--- src/rtl/avic_pkg.sv ---
package avic_pkg;
  localparam int DATA_W        = 32;
  localparam int REGION_LSB    = 5;
  localparam int MODE_EDGE_BIT = 4;

  localparam logic [6:0] ADDR_IVR  = 7'h40;
  localparam logic [6:0] ADDR_FVR  = 7'h41;
  localparam logic [6:0] ADDR_PEND = 7'h42;
  localparam logic [6:0] ADDR_MASK = 7'h43;
  localparam logic [6:0] ADDR_ENA  = 7'h44;
  localparam logic [6:0] ADDR_DIS  = 7'h45;
  localparam logic [6:0] ADDR_SETP = 7'h46;
  localparam logic [6:0] ADDR_CLRP = 7'h47;
  localparam logic [6:0] ADDR_EOI  = 7'h48;
  localparam logic [6:0] ADDR_SPUR = 7'h49;
  localparam logic [6:0] ADDR_CORE = 7'h4A;
endpackage

--- src/rtl/avic_src_bank.sv ---
module avic_src_bank #(
  parameter int NUM_SRC = 32
) (
  input  logic               clk,
  input  logic               rst,
  input  logic [NUM_SRC-1:0] src_i,
  input  logic [NUM_SRC-1:0] edge_mode_i,
  input  logic [NUM_SRC-1:0] set_i,
  input  logic [NUM_SRC-1:0] clr_i,
  output logic [NUM_SRC-1:0] pend_o
);
  for (genvar g = 0; g < NUM_SRC; g++) begin : g_src
    logic prev_q, lat_q, rise;
    assign rise = edge_mode_i[g] & src_i[g] & ~prev_q;

    always_ff @(posedge clk) begin
      if (rst) begin
        prev_q <= 1'b0;
        lat_q  <= 1'b0;
      end else begin
        prev_q <= src_i[g];
        if (rise || set_i[g])  lat_q <= 1'b1;
        else if (clr_i[g])     lat_q <= 1'b0;
      end
    end

    assign pend_o[g] = lat_q | (~edge_mode_i[g] & src_i[g]);

    // a rising edge input is pending in the next cycle
    a_r7_edge_latch: assert property (@(posedge clk) disable iff (rst)
      (edge_mode_i[g] && src_i[g] && !prev_q) |=> pend_o[g]);
  end
endmodule

--- src/rtl/avic_arbiter.sv ---
module avic_arbiter #(
  parameter int NUM_SRC = 32,
  parameter int PRIO_W  = 3,
  localparam int IDX_W  = $clog2(NUM_SRC)
) (
  input  logic               clk,
  input  logic               rst,
  input  logic [NUM_SRC-1:0] elig_i,
  input  logic [PRIO_W-1:0]  prio_i [NUM_SRC],
  output logic               valid_o,
  output logic [IDX_W-1:0]   id_o,
  output logic [PRIO_W-1:0]  prio_o
);
  always_comb begin
    valid_o = 1'b0;
    id_o    = '0;
    prio_o  = '0;
    // walk downward so that a lower index wins a tie
    for (int i = NUM_SRC - 1; i >= 1; i--) begin
      if (elig_i[i] && (!valid_o || prio_i[i] >= prio_o)) begin
        valid_o = 1'b1;
        id_o    = IDX_W'(i);
        prio_o  = prio_i[i];
      end
    end
  end

  // the chosen input is one that is eligible
  a_r3_winner_eligible: assert property (@(posedge clk) disable iff (rst)
    valid_o |-> elig_i[id_o]);
endmodule

--- src/rtl/avic_prio_stack.sv ---
module avic_prio_stack #(
  parameter int DEPTH  = 8,
  parameter int PRIO_W = 3,
  localparam int PTR_W = $clog2(DEPTH),
  localparam int CNT_W = $clog2(DEPTH + 1)
) (
  input  logic              clk,
  input  logic              rst,
  input  logic              push_i,
  input  logic              pop_i,
  input  logic [PRIO_W-1:0] push_val_i,
  output logic              empty_o,
  output logic              full_o,
  output logic [PRIO_W-1:0] top_o
);
  logic [PRIO_W-1:0] mem [DEPTH];
  logic [CNT_W-1:0]  cnt_q;
  logic [CNT_W-1:0]  top_idx;

  always_ff @(posedge clk) begin
    if (push_i) mem[cnt_q[PTR_W-1:0]] <= push_val_i;
  end

  always_ff @(posedge clk) begin
    if (rst)                  cnt_q <= '0;
    else if (push_i && !pop_i) cnt_q <= cnt_q + 1'b1;
    else if (pop_i && !push_i) cnt_q <= cnt_q - 1'b1;
  end

  assign top_idx = cnt_q - 1'b1;
  assign empty_o = (cnt_q == '0);
  assign full_o  = (cnt_q == CNT_W'(DEPTH));
  assign top_o   = empty_o ? '0 : mem[top_idx[PTR_W-1:0]];

  // strict priority nesting never needs more levels than exist
  a_r4_no_overflow: assert property (@(posedge clk) disable iff (rst)
    push_i |-> !full_o);
  // each new level is above the one it pre-empts
  a_r4_push_ascending: assert property (@(posedge clk) disable iff (rst)
    (push_i && !empty_o) |-> (push_val_i > top_o));
  // end of service only pops a level that exists
  a_r5_pop_nonempty: assert property (@(posedge clk) disable iff (rst)
    pop_i |-> !empty_o);
endmodule

--- src/rtl/avic_top.sv ---
module avic_top
  import avic_pkg::*;
#(
  parameter int NUM_SRC     = 32,
  parameter int PRIO_W      = 3,
  parameter int STACK_DEPTH = 8,
  parameter int ADDR_W      = 7,
  localparam int IDX_W      = $clog2(NUM_SRC),
  localparam int REG_W      = ADDR_W - REGION_LSB
) (
  input  logic               clk,
  input  logic               rst,
  input  logic [NUM_SRC-1:0] src_i,
  input  logic               bus_wr_i,
  input  logic               bus_rd_i,
  input  logic [ADDR_W-1:0]  bus_addr_i,
  input  logic [DATA_W-1:0]  bus_wdata_i,
  output logic [DATA_W-1:0]  bus_rdata_o,
  output logic               nirq_o,
  output logic               nfiq_o
);
  logic [NUM_SRC-1:0] mask_q, edge_q, pend, set_vec, clr_vec, ack_vec, elig;
  logic [PRIO_W-1:0]  prio_q [NUM_SRC];
  logic [DATA_W-1:0]  vec_mem [NUM_SRC];
  logic [DATA_W-1:0]  spur_q, rdata_q, rd_mux;
  logic               irq_q, fiq_q;

  logic [REG_W-1:0]   region;
  logic [IDX_W-1:0]   idx;
  logic               idx_ok, mode_wr, vec_wr;
  logic               ivr_rd, fvr_rd, ivr_take, fvr_take;
  logic               irq_cond, fiq_cond, eoi_wr;

  logic               arb_valid;
  logic [IDX_W-1:0]   arb_id;
  logic [PRIO_W-1:0]  arb_prio;
  logic               stk_empty, stk_full, stk_pop;
  logic [PRIO_W-1:0]  stk_top;

  // address decode
  assign region   = bus_addr_i[ADDR_W-1:REGION_LSB];
  assign idx      = bus_addr_i[IDX_W-1:0];
  assign idx_ok   = int'(bus_addr_i[REGION_LSB-1:0]) < NUM_SRC;
  assign mode_wr  = bus_wr_i && (region == REG_W'(0)) && idx_ok;
  assign vec_wr   = bus_wr_i && (region == REG_W'(1)) && idx_ok;
  assign ivr_rd   = bus_rd_i && (bus_addr_i == ADDR_W'(ADDR_IVR));
  assign fvr_rd   = bus_rd_i && (bus_addr_i == ADDR_W'(ADDR_FVR));
  assign eoi_wr   = bus_wr_i && (bus_addr_i == ADDR_W'(ADDR_EOI));

  // source latches
  assign set_vec = (bus_wr_i && bus_addr_i == ADDR_W'(ADDR_SETP)) ? bus_wdata_i[NUM_SRC-1:0] : '0;
  assign clr_vec = ((bus_wr_i && bus_addr_i == ADDR_W'(ADDR_CLRP)) ? bus_wdata_i[NUM_SRC-1:0] : '0)
                 | ack_vec;
  assign ack_vec = (ivr_take ? (NUM_SRC'(1) << arb_id) : '0) | (fvr_take ? NUM_SRC'(1) : '0);

  avic_src_bank #(.NUM_SRC(NUM_SRC)) u_bank (
    .clk(clk), .rst(rst), .src_i(src_i), .edge_mode_i(edge_q),
    .set_i(set_vec), .clr_i(clr_vec), .pend_o(pend)
  );

  // arbitration among inputs 1..N-1 (input 0 belongs to the fast line)
  assign elig = pend & mask_q & ~NUM_SRC'(1);

  avic_arbiter #(.NUM_SRC(NUM_SRC), .PRIO_W(PRIO_W)) u_arb (
    .clk(clk), .rst(rst), .elig_i(elig), .prio_i(prio_q),
    .valid_o(arb_valid), .id_o(arb_id), .prio_o(arb_prio)
  );

  avic_prio_stack #(.DEPTH(STACK_DEPTH), .PRIO_W(PRIO_W)) u_stk (
    .clk(clk), .rst(rst), .push_i(ivr_take), .pop_i(stk_pop),
    .push_val_i(arb_prio), .empty_o(stk_empty), .full_o(stk_full), .top_o(stk_top)
  );

  assign irq_cond = arb_valid && (stk_empty || arb_prio > stk_top);
  assign fiq_cond = pend[0] && mask_q[0];
  assign ivr_take = ivr_rd && irq_q && irq_cond;
  assign fvr_take = fvr_rd && fiq_q && fiq_cond;
  assign stk_pop  = eoi_wr && !stk_empty;

  // configuration registers
  always_ff @(posedge clk) begin
    if (rst) begin
      mask_q <= '0;
      edge_q <= '0;
      spur_q <= '0;
      for (int i = 0; i < NUM_SRC; i++) prio_q[i] <= '0;
    end else begin
      if (mode_wr) begin
        prio_q[idx] <= bus_wdata_i[PRIO_W-1:0];
        edge_q[idx] <= bus_wdata_i[MODE_EDGE_BIT];
      end
      if (bus_wr_i && bus_addr_i == ADDR_W'(ADDR_ENA)) mask_q <= mask_q | bus_wdata_i[NUM_SRC-1:0];
      if (bus_wr_i && bus_addr_i == ADDR_W'(ADDR_DIS)) mask_q <= mask_q & ~bus_wdata_i[NUM_SRC-1:0];
      if (bus_wr_i && bus_addr_i == ADDR_W'(ADDR_SPUR)) spur_q <= bus_wdata_i;
    end
  end

  // vector words, no reset so that a RAM can hold them
  always_ff @(posedge clk) begin
    if (vec_wr) vec_mem[idx] <= bus_wdata_i;
  end

  // read mux
  always_comb begin
    rd_mux = '0;
    if (region == REG_W'(0)) begin
      if (idx_ok) begin
        rd_mux[PRIO_W-1:0]    = prio_q[idx];
        rd_mux[MODE_EDGE_BIT] = edge_q[idx];
      end
    end else if (region == REG_W'(1)) begin
      if (idx_ok) rd_mux = vec_mem[idx];
    end else begin
      case (bus_addr_i)
        ADDR_W'(ADDR_IVR):  rd_mux = (irq_q && irq_cond) ? vec_mem[arb_id] : spur_q;
        ADDR_W'(ADDR_FVR):  rd_mux = (fiq_q && fiq_cond) ? vec_mem[0] : spur_q;
        ADDR_W'(ADDR_PEND): rd_mux = DATA_W'(pend);
        ADDR_W'(ADDR_MASK): rd_mux = DATA_W'(mask_q);
        ADDR_W'(ADDR_SPUR): rd_mux = spur_q;
        ADDR_W'(ADDR_CORE): rd_mux = DATA_W'({fiq_q, irq_q});
        default:            rd_mux = '0;
      endcase
    end
  end

  // registered outputs
  always_ff @(posedge clk) begin
    if (rst) begin
      irq_q   <= 1'b0;
      fiq_q   <= 1'b0;
      rdata_q <= '0;
    end else begin
      irq_q <= irq_cond && !ivr_rd;
      fiq_q <= fiq_cond && !fvr_rd;
      if (bus_rd_i) rdata_q <= rd_mux;
    end
  end

  assign nirq_o      = ~irq_q;
  assign nfiq_o      = ~fiq_q;
  assign bus_rdata_o = rdata_q;

  // the fast line falls only for input 0
  a_r2_fiq_source0: assert property (@(posedge clk) disable iff (rst)
    $fell(nfiq_o) |-> $past(pend[0] && mask_q[0]));
  // the normal line falls only above the in-service level
  a_r4_irq_above_level: assert property (@(posedge clk) disable iff (rst)
    $fell(nirq_o) |-> $past(arb_valid && (stk_empty || arb_prio > stk_top)));
  // a vector read releases the normal line
  a_r4_read_releases: assert property (@(posedge clk) disable iff (rst)
    ivr_rd |=> nirq_o);
  // a read with the line idle yields the spurious word
  a_r6_spurious_idle: assert property (@(posedge clk) disable iff (rst)
    (ivr_rd && !irq_q) |=> (bus_rdata_o == $past(spur_q)));
endmodule

--- config.mk ---
export PLATFORM = sky130hd
export DESIGN_NAME = avic_top
export DESIGN_NICKNAME = d
export VERILOG_FILES = /design/src/rtl/avic_pkg.sv /design/src/rtl/avic_src_bank.sv /design/src/rtl/avic_arbiter.sv /design/src/rtl/avic_prio_stack.sv /design/src/rtl/avic_top.sv
export SDC_FILE = /design/constraint.sdc
export NUM_CORES = 2
export LEC_CHECK = 0
export BUFFER_PORTS_ARGS = -buffer_cell sky130_fd_sc_hd__buf_2
export CAP_MARGIN = 30
export CORE_ASPECT_RATIO = 1.2
export CORE_MARGIN = 1.5
export CORE_UTILIZATION = 46
export CTS_BUF_LIST = sky130_fd_sc_hd__clkbuf_8
export DETAILED_ROUTE_END_ITERATION = 8
export PLACE_DENSITY_LB_ADDON = 0.15
export SYNTH_ARGS = -nofsm -noshare
export SYNTH_HDL_FRONTEND = slang
export SYNTH_HIERARCHICAL = 1
export SYNTH_SLANG_ARGS = --single-unit
export TNS_END_PERCENT = 100
--- constraint.sdc ---
create_clock -name clk -period 120.1 [get_ports clk]
set_input_delay 30.025 -clock clk [delete_from_list [all_inputs] [get_ports clk]]
set_output_delay 30.025 -clock clk [all_outputs]
set_load 0.01 [all_outputs]
# After elaboration in Yosys (flattened, before gate mapping)

Memories as Yosys holds them, arrays and structs flattened.
Cells that the tools add are included.
W data, S select, Z words.

Order comparisons: 35
Shifts and indexed selects: 1
Bitwise operators: 201
Reduce and logical (&&, ||, !) cells: 189
Eq/ne operators: 12
Add/sub/neg operators: 2
Multiplexer cells: 189

Operator list:

| cell                   | number |
|---|---|
| $mux W32               | 8 |
| $pmux W32 S6           | 1 |
| $mux W5                | 31 |
| $mux W3                | 36 |
| $mux W1                | 104 |
| $and A1 B1 Y1          | 96 |
| $bwmux W96             | 1 |
| $ge A3 B3 Y1           | 30 |
| $eq A7 B7 Y1 const B   | 11 |
| $reduce_bool A2 Y1     | 34 |
| $not A1 Y1             | 66 |
| $and A32 B32 Y32       | 2 |
| $or A32 B32 Y32        | 2 |
| $logic_or A1 B1 Y1     | 63 |
| $logic_and A1 B1 Y1    | 55 |
| $logic_not A1 Y1       | 35 |
| $bwmux W32             | 1 |
| $not A32 Y32           | 1 |
| $or A1 B1 Y1           | 32 |
| $or A32 B1 Y32         | 1 |
| $shl A1 B5 Y32 const A | 1 |
| $mux W27               | 1 |
| $bmux W3 S5            | 1 |
| $demux W3 S5           | 1 |
| 14 further kinds       | 15 |

Bits of input ports: 75
Logic and storage cells: 734
Memories kept: 2
Memory bits (writable): 1048
Register bits: 294

Memories:

| memory    | words | bits a word | read ports | clocked after memory_dff | wr ports | line                  | text |
|---|---|---|---|---|---|---|---|
| vec_mem   | 32    | 32          | 3          | 0                        | 1        | avic_top.sv:24        | `logic [DATA_W-1:0] vec_mem [NUM_SRC];` |
| u_stk.mem | 8     | 3           | 1          | 0                        | 1        | avic_prio_stack.sv:16 | `logic [PRIO_W-1:0] mem [DEPTH];` |

# Logic depth before layout (Yosys ltp)

Word-level depth: 134
Depth in mapped cells: 242
Depth with buffers taken out: 235

# Modules after synthesis

The synthesis kept the hierarchy.

By module, submodules not included:

| module          | area an instance (um^2) | times used | cells each |
|---|---|---|---|
| avic_top        | 58817.7                 | 1          | 3637 |
| avic_arbiter    | 5201.2                  | 1          | 750 |
| avic_src_bank   | 2917.8                  | 1          | 295 |
| avic_prio_stack | 1233.7                  | 1          | 79 |

# Least setup slack after synthesis

OpenSTA, ideal clock, no wires.

Path kind: in2reg
From: in src_i[31]
To: reg u_stk.cnt_q[3]
Data required time: 119.977 ns
Buffers on the path: 7
Slack: 46.460 ns
Stages on the path: 228
Arrival: 73.517 ns
Cells stage by stage: a21o_1 and2_1 buf_4 and2_1 ha_1 nor2b_1 o2111ai_1 a21bo_2 nand2_1 ha_1 nand2b_1 a2111oi_4 or2_0 buf_2 a31oi_1 ha_1 or3b_1 a211oi_1 [192 not listed] o21a_1 ha_1 a21oi_1 nor2b_1 o31ai_1 o21ai_0 a31oi_1 inv_1 ha_1 and3_1 o21bai_1 and2_1 clkbuf_1 and3_1 ha_1 or4_1 a21oi_1 mux2_1

Cells in the longest elaborated chain, start to end: 131
Elaborated cells between the ends (all ways): 194
Those cells by class: order compare: 31; mux: 63; bitwise: 3; reduce/logical: 97

RTL lines:

| what                                                    | line                  | text |
|---|---|---|
| start: declaration                                      | avic_top.sv:13        | `input logic [NUM_SRC-1:0] src_i,` |
| $and A1 B1 Y1 *                                         | avic_src_bank.sv:27   | `assign pend_o[g] = lat_q \| (~edge_mode_i[g] & src_i[g]);` |
| $or A1 B1 Y1 *                                          | avic_src_bank.sv:27   |  |
| $and A32 B32 Y32 *                                      | avic_top.sv:62        | `assign elig = pend & mask_q & ~NUM_SRC'(1);` |
| named net elig[31]                                      | avic_top.sv:22        | `logic [NUM_SRC-1:0] mask_q, edge_q, pend, set_vec, clr_vec, ack_vec, elig;` |
| $mux W3 / $mux W1 (equally long branches)               | avic_arbiter.sv:20    | `if (elig_i[i] && (!valid_o \|\| prio_i[i] >= prio_o)) begin` |
| $ge A3 B3 Y1 / $logic_not A1 Y1 (equally long branches) | avic_arbiter.sv:20    |  |
| $logic_or A1 B1 Y1                                      | avic_arbiter.sv:20    |  |
| $logic_and A1 B1 Y1                                     | avic_arbiter.sv:20    |  |
| [117 not listed]                                        | --                    |  |
| named net arb_prio[0]                                   | avic_top.sv:36        | `logic [PRIO_W-1:0] arb_prio;` |
| $gt A3 B3 Y1 *                                          | avic_top.sv:74        | `assign irq_cond = arb_valid && (stk_empty \|\| arb_prio > stk_top);` |
| $logic_or A1 B1 Y1 *                                    | avic_top.sv:74        |  |
| $logic_and A1 B1 Y1 *                                   | avic_top.sv:74        |  |
| $logic_and A1 B1 Y1 *                                   | avic_top.sv:76        | `assign ivr_take = ivr_rd && irq_q && irq_cond;` |
| named net ivr_take                                      | avic_top.sv:31        | `logic ivr_rd, fvr_rd, ivr_take, fvr_take;` |
| $logic_not A1 Y1                                        | avic_prio_stack.sv:27 | `else if (pop_i && !push_i) cnt_q <= cnt_q - 1'b1;` |
| $logic_and A1 B1 Y1                                     | avic_prio_stack.sv:27 |  |
| $reduce_bool A2 Y1 (no source line)                     | --                    |  |
| end signal: assignment                                  | avic_prio_stack.sv:26 | `else if (push_i && !pop_i) cnt_q <= cnt_q + 1'b1;` |
| end signal: assignment                                  | avic_prio_stack.sv:27 |  |
| end: declaration                                        | avic_prio_stack.sv:17 | `logic [CNT_W-1:0] cnt_q;` |

Mark *: on every way through the listed nets, which the timed path passes. The rest lies on a longest branch.
A chain may end at the register's enable or synchronous reset.

# Final worst setup path

From: in src_i[31]
To: reg rdata_q[24], in the netlist bus_rdata_o[24]

Cells in the longest elaborated chain, start to end: 132
Elaborated cells between the ends (all ways): 225
Those cells by class: order compare: 31; mux: 97; bitwise: 3; reduce/logical: 93; memory: 1

RTL lines:

| what                                                    | line                | text |
|---|---|---|
| $and A1 B1 Y1 *                                         | avic_src_bank.sv:27 |  |
| $or A1 B1 Y1 *                                          | avic_src_bank.sv:27 |  |
| named net pend[31]                                      | avic_top.sv:22      |  |
| $and A32 B32 Y32 *                                      | avic_top.sv:62      |  |
| named net elig[31]                                      | avic_top.sv:22      |  |
| $mux W3 / $mux W1 (equally long branches)               | avic_arbiter.sv:20  |  |
| $ge A3 B3 Y1 / $logic_not A1 Y1 (equally long branches) | avic_arbiter.sv:20  |  |
| $logic_or A1 B1 Y1                                      | avic_arbiter.sv:20  |  |
| [118 not listed]                                        | --                  |  |
| named net arb_prio[0]                                   | avic_top.sv:36      |  |
| $gt A3 B3 Y1 *                                          | avic_top.sv:74      |  |
| $logic_or A1 B1 Y1 *                                    | avic_top.sv:74      |  |
| $logic_and A1 B1 Y1 *                                   | avic_top.sv:74      |  |
| $logic_and A1 B1 Y1 *                                   | avic_top.sv:115     | `ADDR_W'(ADDR_IVR): rd_mux = (irq_q && irq_cond) ? vec_mem[arb_id] : spur_q;` |
| $mux W32 *                                              | avic_top.sv:115     |  |
| $pmux W32 S6 *                                          | avic_top.sv:114     | `case (bus_addr_i)` |
| $mux W32 *                                              | avic_top.sv:111     | `end else if (region == REG_W'(1)) begin` |
| $mux W27 *                                              | avic_top.sv:106     | `if (region == REG_W'(0)) begin` |
| end signal: assignment                                  | avic_top.sv:135     | `if (bus_rd_i) rdata_q <= rd_mux;` |
| end: declaration                                        | avic_top.sv:25      | `logic [DATA_W-1:0] spur_q, rdata_q, rd_mux;` |

Marked as above.

==> results.json <==
{
  "fp.dieArea_um2": 150500,
  "end_kind": "flip-flop",
  "worstMarginPinSlew_ps": 1193,
  "crit_fanout": 28,
  "rsz0062_at_grt": "false",
  "finalPower_mw": 0.9625,
  "min_path_type": "flip-flop to flip-flop",
  "cts_sinks": 1342,
  "track_usage_pct": 30.50,
  "setup_slack_ps": 40260,
  "maxCapViolations": 0,
  "cts_resized": 0,
  "clock_path_buffers": 3,
  "antenna_found_initial": 18,
  "coreArea_um2": 147000,
  "slowest_stage": "o31ai_1",
  "dp_cells": 6570,
  "drive_gt1_share_pct": 24.87,
  "hp-start": "prio_q[95]",
  "drc": 0,
  "dp_slack_ps": 39630,
  "cts_buffers": 207,
  "die_h_um": 424.7,
  "viasPerCell": 6.732,
  "clockRootBuffer": "clkbuf_8",
  "tns_ps": 0,
  "layout_commonest_cell": "edfxtp_1",
  "ant_nets": 0,
  "finalNonFillerCells": 6972,
  "finClkSkew_ps": 61.50,
  "grt_pass1_wl_mm": 328.9,
  "critPathMaxStageDelay_ps": 770,
  "p_leak_nw": 23.87,
  "setup_viol": 0,
  "min_period_ps": 79840,
  "postCtsSetupRepairBufs": 0,
  "initial_core_util_pct": 46.36,
  "r2r-start": "edge_q[31]",
  "clock_latency_ps": 970,
  "timing.final.crit_share_pct": 66.48,
  "grt_max_degree": 132,
  "clk_pin_slew_ps": 60,
  "slew_violations": 0,
  "crit_required_ps": 120940,
  "synth_fp_nets": 4908,
  "hold_violations": 0,
  "fin_util_pct": 50.91,
  "grt_pass1_vias": 45640,
  "crit_start": "src_i[31]",
  "ios": 109,
  "worst_path_most_repeated_cell": "ha_1",
  "synth_cells": 4759,
  "areaGrowthSynthToFinish_pct": 9.816,
  "cp.arrival_ps": 80680,
  "syn_avg_cell_area_um2": 14.32,
  "gp_congestion": 0.8727,
  "tritoncts": "yes",
  "row_count": 154,
  "drt-initial-drc-count": 5914,
  "portBuffers": 108,
  "htreeDepth": 4,
  "grt-ovfl-total": 0,
  "routedWlPerCell_um": 33.19,
  "path_class": "primary input to flip-flop",
  "max_freq_mhz": 12.52,
  "max-slew-margin-rel_pct": 20.44,
  "yosys_warnings": 6,
  "nets": 4981,
  "dp_hpwl_mm": 135.1,
  "most-common-layout-cells": "1048 x edfxtp_1, 534 x mux4_2, 344 x nand2_1",
  "syn-cell-area_um2": 68160,
  "peakVddDrop_uv": 7.826,
  "power_density_nw_per_um2": 12.86,
  "drtPass1Iterations": 6,
  "die_x_um": 354.4,
  "fillers": 12460,
  "hold_buffers": 0,
  "via_count": 46940,
  "totalWireLength_mm": 231.4,
  "status": "completed",
  "reg2reg_slack_ps": 68960,
  "worstSetupStartpointType": "primary input"
}
## worst paths after layout
path,end,cells past startpoint
setup / recovery,bus_rdata_o[24],222
hold / removal,prio_q[95],2
setup reg to reg,bus_rdata_o[24],222
hold reg to reg,prio_q[95],2
## flip-flops by register name, summed over array words and instances, names as in the netlist, named ones only
name                 cells
irq_q                    1
u_stk/mem               24
prio_q                  96
edge_q                  32
u_stk/cnt_q              4
u_bank/g_src.lat_q      32
u_bank/g_src.prev_q     32
spur_q                  32
vec_mem               1024
fiq_q                    1
bus_rdata_o             32
## through the flow
stage                     hold slack (ps)  instance area, um2
after detailed placement            450.3               70630
after floorplan                     433.4               68160
final                               457.8               74850
after global placement              441.7               70510
after CTS                           459.1               74780
after global routing                474.5               74840
## power breakdown
group          internal [mW]  switching [mW]  leakage (nW)
Clock                  0.195           0.189          2.41
Sequential             0.502         0.00151          11.8
Combinational         0.0282          0.0463          9.62
Total                  0.726           0.237          23.9
## final cells by class
class | count | area (um2) | area share, %
Antenna cell | 8 | 20.02 | 0.02675
Sequential cell | 1342 | 37360 | 49.91
Timing Repair Buffer | 216 | 1536 | 2.053
Multi-Input combinational cell | 2923 | 28810 | 38.49
Tap cell | 1950 | 2440 | 3.260
Clock inverter | 149 | 823.3 | 1.100
Inverter | 142 | 533.0 | 0.7121
Clock buffer | 242 | 3331 | 4.450
## critical path: cells and delay by family
kind	cells	cell delay (ps)
buf+inv	14	2380
simple gates	70	12800
fa+ha+maj	34	9160
compound gates	95	23030
mux	9	3150
## metal layers
layer	vias up	global-route usage (%)	routed length [um]
li1	19390	-	-
met1	24330	40.65	89540
met2	2626	48.54	109700
met3	581	5.481	21340
met4	14	14.49	10780
met5	-	0	81
Power figures use the tool's default switching activity.
